<file path="src/rtl/spi_bank_pkg.sv">
package spi_bank_pkg;
    // status field layout inside a 10-bit read word
    localparam int REV_W    = 3;
    localparam int REV_LSB  = 5;
    localparam int BAND_W   = 6;
    localparam int BAND_LSB = 0;
    localparam int TUNE_W   = 3;
    localparam int TUNE_LSB = 6;

    // control positions
    localparam int CTRL_ADDR   = 27;
    localparam int REV_EN_BIT  = 9;
    localparam int TUNE_EN_BIT = 5;
    localparam int REV_ADDR    = 21;
    localparam int TUNE_ADDR   = 19;

    // address 0 is pinned to the main bank
    function automatic logic use_local(input int unsigned addr, input logic bank_bit);
        return bank_bit && (addr != 0);
    endfunction
endpackage

</file>
<file path="src/rtl/spi_pin_sync.sv">
module spi_pin_sync #(
    parameter int N      = 3,
    parameter int STAGES = 2
) (
    input  logic         clk,
    input  logic         rst,
    input  logic [N-1:0] pin_i,
    output logic [N-1:0] sync_o
);
    logic [STAGES-1:0][N-1:0] stage_d, stage_q;

    always_comb begin
        stage_d = stage_q;
        stage_d[0] = pin_i;
        for (int s = 1; s < STAGES; s++) stage_d[s] = stage_q[s-1];
    end

    always_ff @(posedge clk) begin
        if (rst) stage_q <= '0;
        else     stage_q <= stage_d;
    end

    assign sync_o = stage_q[STAGES-1];
endmodule

</file>
<file path="src/rtl/spi_frame_rx.sv">
module spi_frame_rx #(
    parameter int ADDR_W = 5,
    parameter int REG_W  = 10
) (
    input  logic              clk,
    input  logic              rst,
    input  logic              cs_s,
    input  logic              sclk_s,
    input  logic              din_s,
    input  logic [REG_W-1:0]  rd_data,
    output logic              wr_en,
    output logic [ADDR_W-1:0] wr_addr,
    output logic [REG_W-1:0]  wr_data,
    output logic [ADDR_W-1:0] rd_addr,
    output logic              dout
);
    localparam int FRAME_W = 1 + ADDR_W + REG_W;
    localparam int HDR_W   = 1 + ADDR_W;
    localparam int CW      = $clog2(FRAME_W + 2);

    typedef struct packed {
        logic [CW-1:0]      cnt;
        logic [FRAME_W-1:0] shift;
        logic [HDR_W-1:0]   hdr;
        logic               dout;
        logic               cs_prev;
        logic               sclk_prev;
    } fr_t;

    fr_t fr_d, fr_q;
    logic cs_rise, sclk_rise, sclk_fall, in_data;
    logic [CW-1:0]    data_pos;
    logic [REG_W-1:0] rd_shifted;

    assign cs_rise   = cs_s & ~fr_q.cs_prev;
    assign sclk_rise = sclk_s & ~fr_q.sclk_prev;
    assign sclk_fall = ~sclk_s & fr_q.sclk_prev;
    assign data_pos  = CW'(FRAME_W - 1) - fr_q.cnt;
    assign rd_shifted = rd_data >> data_pos;
    assign in_data   = fr_q.hdr[HDR_W-1] && (fr_q.cnt >= CW'(HDR_W))
                       && (fr_q.cnt < CW'(FRAME_W));

    always_comb begin
        fr_d = fr_q;
        fr_d.cs_prev   = cs_s;
        fr_d.sclk_prev = sclk_s;
        if (cs_s) begin
            fr_d.cnt  = '0;
            fr_d.hdr  = '0;
            fr_d.dout = 1'b0;
        end else begin
            if (sclk_rise) begin
                fr_d.shift = {fr_q.shift[FRAME_W-2:0], din_s};
                if (fr_q.cnt < CW'(FRAME_W + 1)) fr_d.cnt = fr_q.cnt + 1'b1;
                if (fr_q.cnt == CW'(HDR_W - 1))
                    fr_d.hdr = {fr_q.shift[HDR_W-2:0], din_s};
            end
            if (sclk_fall) fr_d.dout = in_data ? rd_shifted[0] : 1'b0;
        end
    end

    always_ff @(posedge clk) begin
        if (rst) fr_q <= '0;
        else     fr_q <= fr_d;
    end

    assign wr_en   = cs_rise && (fr_q.cnt == CW'(FRAME_W)) && !fr_q.shift[FRAME_W-1];
    assign wr_addr = fr_q.shift[FRAME_W-2 -: ADDR_W];
    assign wr_data = fr_q.shift[REG_W-1:0];
    assign rd_addr = fr_q.hdr[ADDR_W-1:0];
    assign dout    = fr_q.dout;

    AST_DOUT_IDLE: assert property (@(posedge clk) disable iff (rst)
        cs_s |=> !dout);
    AST_CNT_BOUND: assert property (@(posedge clk) disable iff (rst)
        fr_q.cnt <= CW'(FRAME_W + 1));
    AST_WR_PULSE: assert property (@(posedge clk) disable iff (rst)
        wr_en |=> !wr_en);
endmodule

</file>
<file path="src/rtl/spi_bank_store.sv">
module spi_bank_store
    import spi_bank_pkg::*;
#(
    parameter int ADDR_W = 5,
    parameter int REG_W  = 10
) (
    input  logic                            clk,
    input  logic                            rst,
    input  logic                            wr_en,
    input  logic [ADDR_W-1:0]               wr_addr,
    input  logic [REG_W-1:0]                wr_data,
    input  logic [ADDR_W-1:0]               rd_addr,
    input  logic [REV_W-1:0]                rev_id,
    input  logic [BAND_W-1:0]               vco_band,
    input  logic [TUNE_W-1:0]               tune_code,
    output logic [REG_W-1:0]                rd_data,
    output logic [(1<<ADDR_W)*REG_W-1:0]    main_flat,
    output logic [(1<<ADDR_W)*REG_W-1:0]    local_flat
);
    localparam int NUM = 1 << ADDR_W;

    typedef struct packed {
        logic [NUM-1:0][REG_W-1:0] mn;
        logic [NUM-1:0][REG_W-1:0] lc;
    } bank_t;

    bank_t st_d, st_q;
    logic  bank_bit, wr_local, rd_local, rev_on, tune_on;

    assign bank_bit = st_q.mn[0][0];
    assign wr_local = use_local(int'(wr_addr), bank_bit);
    assign rd_local = use_local(int'(rd_addr), bank_bit);
    assign rev_on   = st_q.mn[CTRL_ADDR][REV_EN_BIT];
    assign tune_on  = st_q.mn[CTRL_ADDR][TUNE_EN_BIT];

    always_comb begin
        st_d = st_q;
        if (wr_en) begin
            if (wr_local) st_d.lc[wr_addr] = wr_data;
            else          st_d.mn[wr_addr] = wr_data;
        end
    end

    always_ff @(posedge clk) begin
        if (rst) st_q <= '0;
        else     st_q <= st_d;
    end

    always_comb begin
        rd_data = rd_local ? st_q.lc[rd_addr] : st_q.mn[rd_addr];
        if (!rd_local && rev_on && rd_addr == ADDR_W'(REV_ADDR)) begin
            rd_data = '0;
            rd_data[REV_LSB +: REV_W] = rev_id;
        end
        if (!rd_local && tune_on && rd_addr == ADDR_W'(TUNE_ADDR)) begin
            rd_data = '0;
            rd_data[TUNE_LSB +: TUNE_W] = tune_code;
            rd_data[BAND_LSB +: BAND_W] = vco_band;
        end
    end

    assign main_flat  = st_q.mn;
    assign local_flat = st_q.lc;

    AST_HOLD_NO_WRITE: assert property (@(posedge clk) disable iff (rst)
        !wr_en |=> $stable(st_q));
    AST_ADDR0_MAIN: assert property (@(posedge clk) disable iff (rst)
        (wr_en && wr_addr == '0) |=> st_q.mn[0] == $past(wr_data));
    AST_LOCAL_SPARES_MAIN: assert property (@(posedge clk) disable iff (rst)
        (wr_en && bank_bit && wr_addr != '0) |=> $stable(st_q.mn));
endmodule

</file>
<file path="src/rtl/spi_bank_regfile.sv">
module spi_bank_regfile
    import spi_bank_pkg::*;
#(
    parameter int ADDR_W      = 5,
    parameter int REG_W       = 10,
    parameter int SYNC_STAGES = 2
) (
    input  logic                         clk,
    input  logic                         rst,
    input  logic                         spi_cs_n,
    input  logic                         spi_sclk,
    input  logic                         spi_mosi,
    input  logic [REV_W-1:0]             rev_id_i,
    input  logic [BAND_W-1:0]            vco_band_i,
    input  logic [TUNE_W-1:0]            tune_code_i,
    output logic                         spi_miso,
    output logic [(1<<ADDR_W)*REG_W-1:0] main_regs_o,
    output logic [(1<<ADDR_W)*REG_W-1:0] local_regs_o
);
    logic [2:0]        pins_s;
    logic              wr_en;
    logic [ADDR_W-1:0] wr_addr, rd_addr;
    logic [REG_W-1:0]  wr_data, rd_data;

    spi_pin_sync #(.N(3), .STAGES(SYNC_STAGES)) u_sync (
        .clk    (clk),
        .rst    (rst),
        .pin_i  ({spi_mosi, spi_sclk, spi_cs_n}),
        .sync_o (pins_s)
    );

    spi_frame_rx #(.ADDR_W(ADDR_W), .REG_W(REG_W)) u_rx (
        .clk     (clk),
        .rst     (rst),
        .cs_s    (pins_s[0]),
        .sclk_s  (pins_s[1]),
        .din_s   (pins_s[2]),
        .rd_data (rd_data),
        .wr_en   (wr_en),
        .wr_addr (wr_addr),
        .wr_data (wr_data),
        .rd_addr (rd_addr),
        .dout    (spi_miso)
    );

    spi_bank_store #(.ADDR_W(ADDR_W), .REG_W(REG_W)) u_store (
        .clk        (clk),
        .rst        (rst),
        .wr_en      (wr_en),
        .wr_addr    (wr_addr),
        .wr_data    (wr_data),
        .rd_addr    (rd_addr),
        .rev_id     (rev_id_i),
        .vco_band   (vco_band_i),
        .tune_code  (tune_code_i),
        .rd_data    (rd_data),
        .main_flat  (main_regs_o),
        .local_flat (local_regs_o)
    );
endmodule

</file>
<file path="config.mk">
export PLATFORM = sky130hd
export DESIGN_NAME = spi_bank_regfile
export DESIGN_NICKNAME = d
export VERILOG_FILES = /design/src/rtl/spi_bank_pkg.sv /design/src/rtl/spi_pin_sync.sv /design/src/rtl/spi_frame_rx.sv /design/src/rtl/spi_bank_store.sv /design/src/rtl/spi_bank_regfile.sv
export SDC_FILE = /design/constraint.sdc
export NUM_CORES = 2
export LEC_CHECK = 0
export BUFFER_PORTS_ARGS = -buffer_cell sky130_fd_sc_hd__buf_2
export CORE_MARGIN = 3
export CORE_UTILIZATION = 35
export CTS_CLUSTER_SIZE = 8
export DETAILED_ROUTE_END_ITERATION = 10
export PLACE_DENSITY_LB_ADDON = 0.08
export SYNTH_ARGS = -nofsm -noshare
export SYNTH_HDL_FRONTEND = slang
export SYNTH_SLANG_ARGS = --single-unit
</file>
<file path="constraint.sdc">
create_clock -name clk -period 3 [get_ports clk]
set_input_delay 0.15 -clock clk [delete_from_list [all_inputs] [get_ports clk]]
set_output_delay 0.15 -clock clk [all_outputs]
set_load 0.005 [all_outputs]
</file>
# Word-level counts from Yosys, hierarchy flattened
# Cells that the tools add are included.
# word_totals
register_bits,676
latch_bits,0
ram_bits,0
rom_bits,0
in_bits,17
out_inout_bits,641
elab_cells,126
n_memories,0
# classes
add_sub_neg,2
n_mul,0
div,0
n_lt_le_gt_ge,6
n_eq_ne,4
n_shift,1
n_mux,12
bitwise_logic,8
n_reduce_logical,21
# ops
cell,n
$bwmux 320,2
$bmux 10 s5,2
$mux 10,6
$demux 10 s5,1
$eq 5x5->1 const B,3
$lt 5x6->1 const B,2
$logic_and 1x1->1,11
$lt 5x5->1 const B,2
$reduce_and 2->1,5
$reduce_bool 5->1,2
$shr 10x5->1,1
$add 5x1->5 const B,1
$eq 5x3->1 const B,1
$ge 5x1->1 const B,1
$ge 5x3->1 const B,1
$not 1->1,5
$sub 4x5->5 const A,1
$and 1x1->1,3
$logic_not 1->1,2
$reduce_or 2->1,1
$mux 1,1

# Longest topological paths before layout
# depth
depth_word,9
depth_mapped,12
ltp_nobuf,8

# By module
# From an unflattened synthesis, not the netlist that was laid out.
# hier_totals
hier_cells,3454
hier_area_um2,29657.2
# modules_own_cells
module,instances,cells_per_inst,area_per_inst_um2,seq_area_each_um2
spi_bank_store,1,3278,28063.2,12812.3
spi_frame_rx,1,164,1436.4,600.6
spi_pin_sync,1,12,157.7,120.1

# Least setup slack after synthesis
# Ideal clock, no wire load.
# synth_timing
path_kind,flip-flop to flip-flop
start,reg u_rx.fr_q (netlist bit u_rx.rd_addr[0])
end,reg u_rx.fr_q (netlist bit u_rx.dout)
setup_ps,125
arrival_time_ps,2423
required_ps,2875
slack_ps,451
stages_incl_launch_ff,10
path_buffers,1
synth_period_minus_slack_ps,2549
cell_sequence,dfxtp_1 > buf_6 > or4_4 > o21ai_4 > mux4_2 > and3_1 > nor4_1 > nor4b_1 > a311oi_1 > nand3_1
# synth_via
elab_chain_len,9
elab_cells_between_ends,18
cone_classes,eq/ne (2); shift (1); mux (8); reduce/logical (7)
# synth_lines
element,line_no,source
from (decl),spi_frame_rx.sv:30,"fr_t fr_d, fr_q;"
from (signal assigned),spi_frame_rx.sv:64,else fr_q <= fr_d;
branches (longest 6 deep; another with $bmux 10 s5),-,
$mux 10 (*),spi_bank_store.sv:55,if (!rd_local && tune_on && rd_addr == ADDR_W'(TUNE_ADDR)) begin
$shr 10x5->1 (*),spi_frame_rx.sv:39,assign rd_shifted = rd_data >> data_pos;
$mux 1 (*),spi_frame_rx.sv:58,if (sclk_fall) fr_d.dout = in_data ? rd_shifted[0] : 1'b0;
# Mark *: on every way between the ends. The select of a mux whose other input is x is not followed.
# A chain may end at the register's enable or synchronous reset.

# Final worst setup path
# layout_timing
start,reg u_rx.fr_q (netlist bit u_rx.rd_addr[1])
end,reg u_rx.fr_q (netlist bit u_rx.dout)
# The elaborated chain is that of the path after synthesis.

==> impl_metrics.json <==
{
  "area_growth_pct": 27.03,
  "power_mw": 18.86,
  "h-tree-depth": 3,
  "syn_area_sq_um": 29640,
  "dr.first_iter.drc_count": 2559,
  "cts_sinks": 676,
  "dieArea_sq_um": 88230,
  "p_leak_nw": 16.64,
  "cp_slowest_cell": "dfxtp_4",
  "wirelength_mm": 141.4,
  "slowest_delay_ps": 600,
  "grt_max_degree": 207,
  "hold_path_class": "in -> reg",
  "synth_nets": 2977,
  "portBuffers": 657,
  "critPathRequiredTime_ps": 3520,
  "finalNetCount": 3673,
  "cts_tree": "built",
  "initial_utilization_pct": 35.37,
  "ant_nets": 0,
  "yosys_register_bits": 676,
  "internal_power_mw": 14.65,
  "finClkSkew_ps": 26.32,
  "synth_warnings": 0,
  "fin_crit_sh_pct": 100.4,
  "grt_pass1_vias": 25908,
  "final_common_cell": "dfxtp_1",
  "clkPwrFrac_pct": 51.0,
  "synth_seq_area_share_pct": 45.65,
  "placed_cells": 4678,
  "startpoint_type": "flip-flop",
  "cp_cell_sequence": "buf_12 -> mux4_2 -> mux2i_2 -> buf_4 -> o32a_1 -> o211ai_1 -> o21ai_0 -> nor4b_1 -> a311oi_1 -> nand3_1",
  "synthCells": 2958,
  "vias": 26705,
  "period_minus_slack_ps": 3011,
  "cts_made_buffers": 94,
  "dr.pass1.iters": 5,
  "crit_type": "reg -> reg",
  "fmax_ghz": 0.3322,
  "cap_violations": 0,
  "worstMarginPinSlew_ps": 1227,
  "overflow": 0,
  "path_buf_inv": 2,
  "synth-main-ff-cell": "dfxtp_1",
  "setup_slack_ps": -10.55,
  "drc": 0,
  "grt_use_total_pct": 30.92,
  "irDropWorstVdd_v": 0.0004217,
  "p_switching_mw": 4.208,
  "final-setup-viol-count": 1,
  "synth_area_leaders": "dfxtp_1 (46%), mux2i_1 (18%), mux4_2 (12%)",
  "place_congestion": 0.9235,
  "root_buffer": "clkbuf_16",
  "clk_latency_ps": 640,
  "clk_transition_reported_paths_ps": 60,
  "die_y_microns": 297.0,
  "syn_area_per_cell_sq_um": 10.02,
  "violations": "negative setup slack",
  "cp-end-kind": "flip-flop",
  "max_slew_margin_pct": 18.23,
  "die_x_microns": 297.0,
  "std_cell_rows": 106,
  "combPwrFrac_pct": 1.3,
  "layout_common_cells": "dfxtp_1 (662), buf_2 (656), nor2_1 (553), mux2i_1 (540), nand2_1 (227)",
  "worstPathArrival_ps": 3530,
  "async_flop_share_pct": 0,
  "synth_top_area_share_pct": 45.65,
  "slew_viol_final": 0,
  "crit_family": "multiplexers",
  "yosysUniqueCellTypes": 65,
  "vias_per_cell": 5.559,
  "routedWlPerCell_microns": 29.43,
  "antenna_found_initial": 9,
  "synth_top_area_cell": "dfxtp_1",
  "synth-edff-count": 0,
  "powerDensity_nw_per_um2": 500.8,
  "whs_ps": 80.60,
  "swShare_pct": 22.31,
  "ioPinCount": 658,
  "rsz0062_at_grt": "no",
  "p_seq_share_pct": 47.7,
  "stdcell_count": 4804,
  "hpwl_mm": 103.1,
  "status": "complete, but fails checks",
  "coreArea_sq_um": 83820,
  "crit_fanout": 18,
  "cts_buffer_depth": 3,
  "final_hold_viol_count": 0,
  "layout-drive-gt1-share_pct": 32.08,
  "grt_first_pass_wirelength_mm": 200.7
}
==> area by class of cell <==
type | count | area, sq um
clock inverter | 7 | 127.6
timing repair buffer | 861 | 5146
antenna | 7 | 17.52
clock buffer | 98 | 2367
fill | 8103 | 46160
multi-input combinational | 2012 | 14980
tap | 1134 | 1419
inverter | 9 | 33.78
sequential | 676 | 13570
==> sequential cells by signal (all words and copies together) (netlist names) <==
| signal | count |
|---|---|
| u_rx.wr_data | 10 |
| u_rx.dout | 1 |
| u_store.main_flat | 320 |
| u_rx.wr_addr | 5 |
| u_rx.fr_q | 9 |
| u_sync.sync_o | 3 |
| u_rx.rd_addr | 5 |
| u_sync.stage_d | 3 |
| u_store.local_flat | 320 |
==> path summary, 6_finish.rpt <==
check | endpoint | cells past startpoint | slack, ps | start
hold reg to reg | u_sync.sync_o[2] | 1 | 450 | u_sync.stage_d[5]
hold / removal | u_rx.dout | 4 | 80 | tune_code_i[0]
setup reg to reg | u_rx.dout | 10 | -10 | u_rx.rd_addr[1]
setup / recovery | u_rx.dout | 10 | -10 | u_rx.rd_addr[1]
==> cells in the mapped netlist, types with 3 or more instances <==
cell type	instances
clkbuf_1	196
mux2_2	3
o21ai_0	122
nand3b_1	5
nor2_2	28
mux4_2	153
nor2b_1	28
o31ai_1	3
dfxtp_1	676
nand4_1	11
nor3b_1	5
a311oi_1	4
or4_1	3
a22oi_1	21
nor4_1	6
and2_1	4
o22ai_1	12
nor2_1	554
a21oi_1	167
buf_2	24
o211ai_1	4
mux2i_1	541
nand3_1	35
nor4b_1	3
buf_6	12
nand2b_1	8
nand2_1	227
a2111oi_0	3
buf_1	21
inv_1	6
buf_4	7
a211oi_1	7
or2_2	3
a31oi_1	4
nor3_1	13
==> kinds of logic (layout without fill, tap and decap cells) <==
| kind of cell | after synthesis | in the layout | synth area share [%] |
|---|---|---|---|
| AND/OR/NAND/NOR | 946 | 946 | 13.35 |
| multiplexers | 697 | 697 | 30.00 |
| flip-flops | 676 | 676 | 45.65 |
| AO/OA/AOI/OAI | 364 | 364 | 6.875 |
| buffers and inverters | 270 | 975 | 3.951 |
| XOR/XNOR | 3 | 3 | 0.08865 |
| adder cells (fa/ha/maj) | 2 | 2 | 0.08440 |
| other | 0 | 7 | 0 |
==> power by group through the flow <==
stage	Combinational [mW]	Sequential [mW]	Clock [mW]
6_report	0.247	9.00	9.62
5_1_grt	0.262	8.99	10.1
4_1_cts	0.244	8.99	9.78
3_3_place_gp	0.235	9.18	0
2_1_floorplan	0.153	9.18	0
3_5_place_dp	0.238	9.18	0
==> stage by stage <==
stage / TNS, ps / worst slack [ps] / utilization (%) / cell area, sq um
2_1_floorplan: 0 / 451.3 / - / 29640
6_report: -10.55 / -10.55 / 44.93 / 37660
3_3_place_gp: -188.4 / -188.4 / 41.78 / 35020
4_1_cts: 0 / 49.14 / 44.82 / 37560
3_5_place_dp: -24.49 / -24.49 / 41.78 / 35020
5_1_grt: 0 / 0.8782 / 44.91 / 37640
==> timing repair <==
action / CTS / global route
pin swaps: 0 / 0
setup buffers: 0 / 9
endpoints found under the hold margin: 15 / 0
hold buffers: 5 / 0
setup endpoints to repair: 1 / 1
gates resized for setup: 1 / 3
==> per-layer routing <==
layer	up-vias	routed length, microns	GRT usage, %
met1	13536	58490	40.34
li1	11759	-	-
met2	1199	68120	51.58
met3	209	10090	5.882
met5	-	11	0
met4	2	4641	10.22
==> worst reg2reg max path: cells and delay by family (launching register included) <==
family	cells	cell delay [ps]
buf+inv	2	450
simple gates	2	180
mux	2	860
flops	1	600
compound gates	4	800
Power figures use the tool's default switching activity.
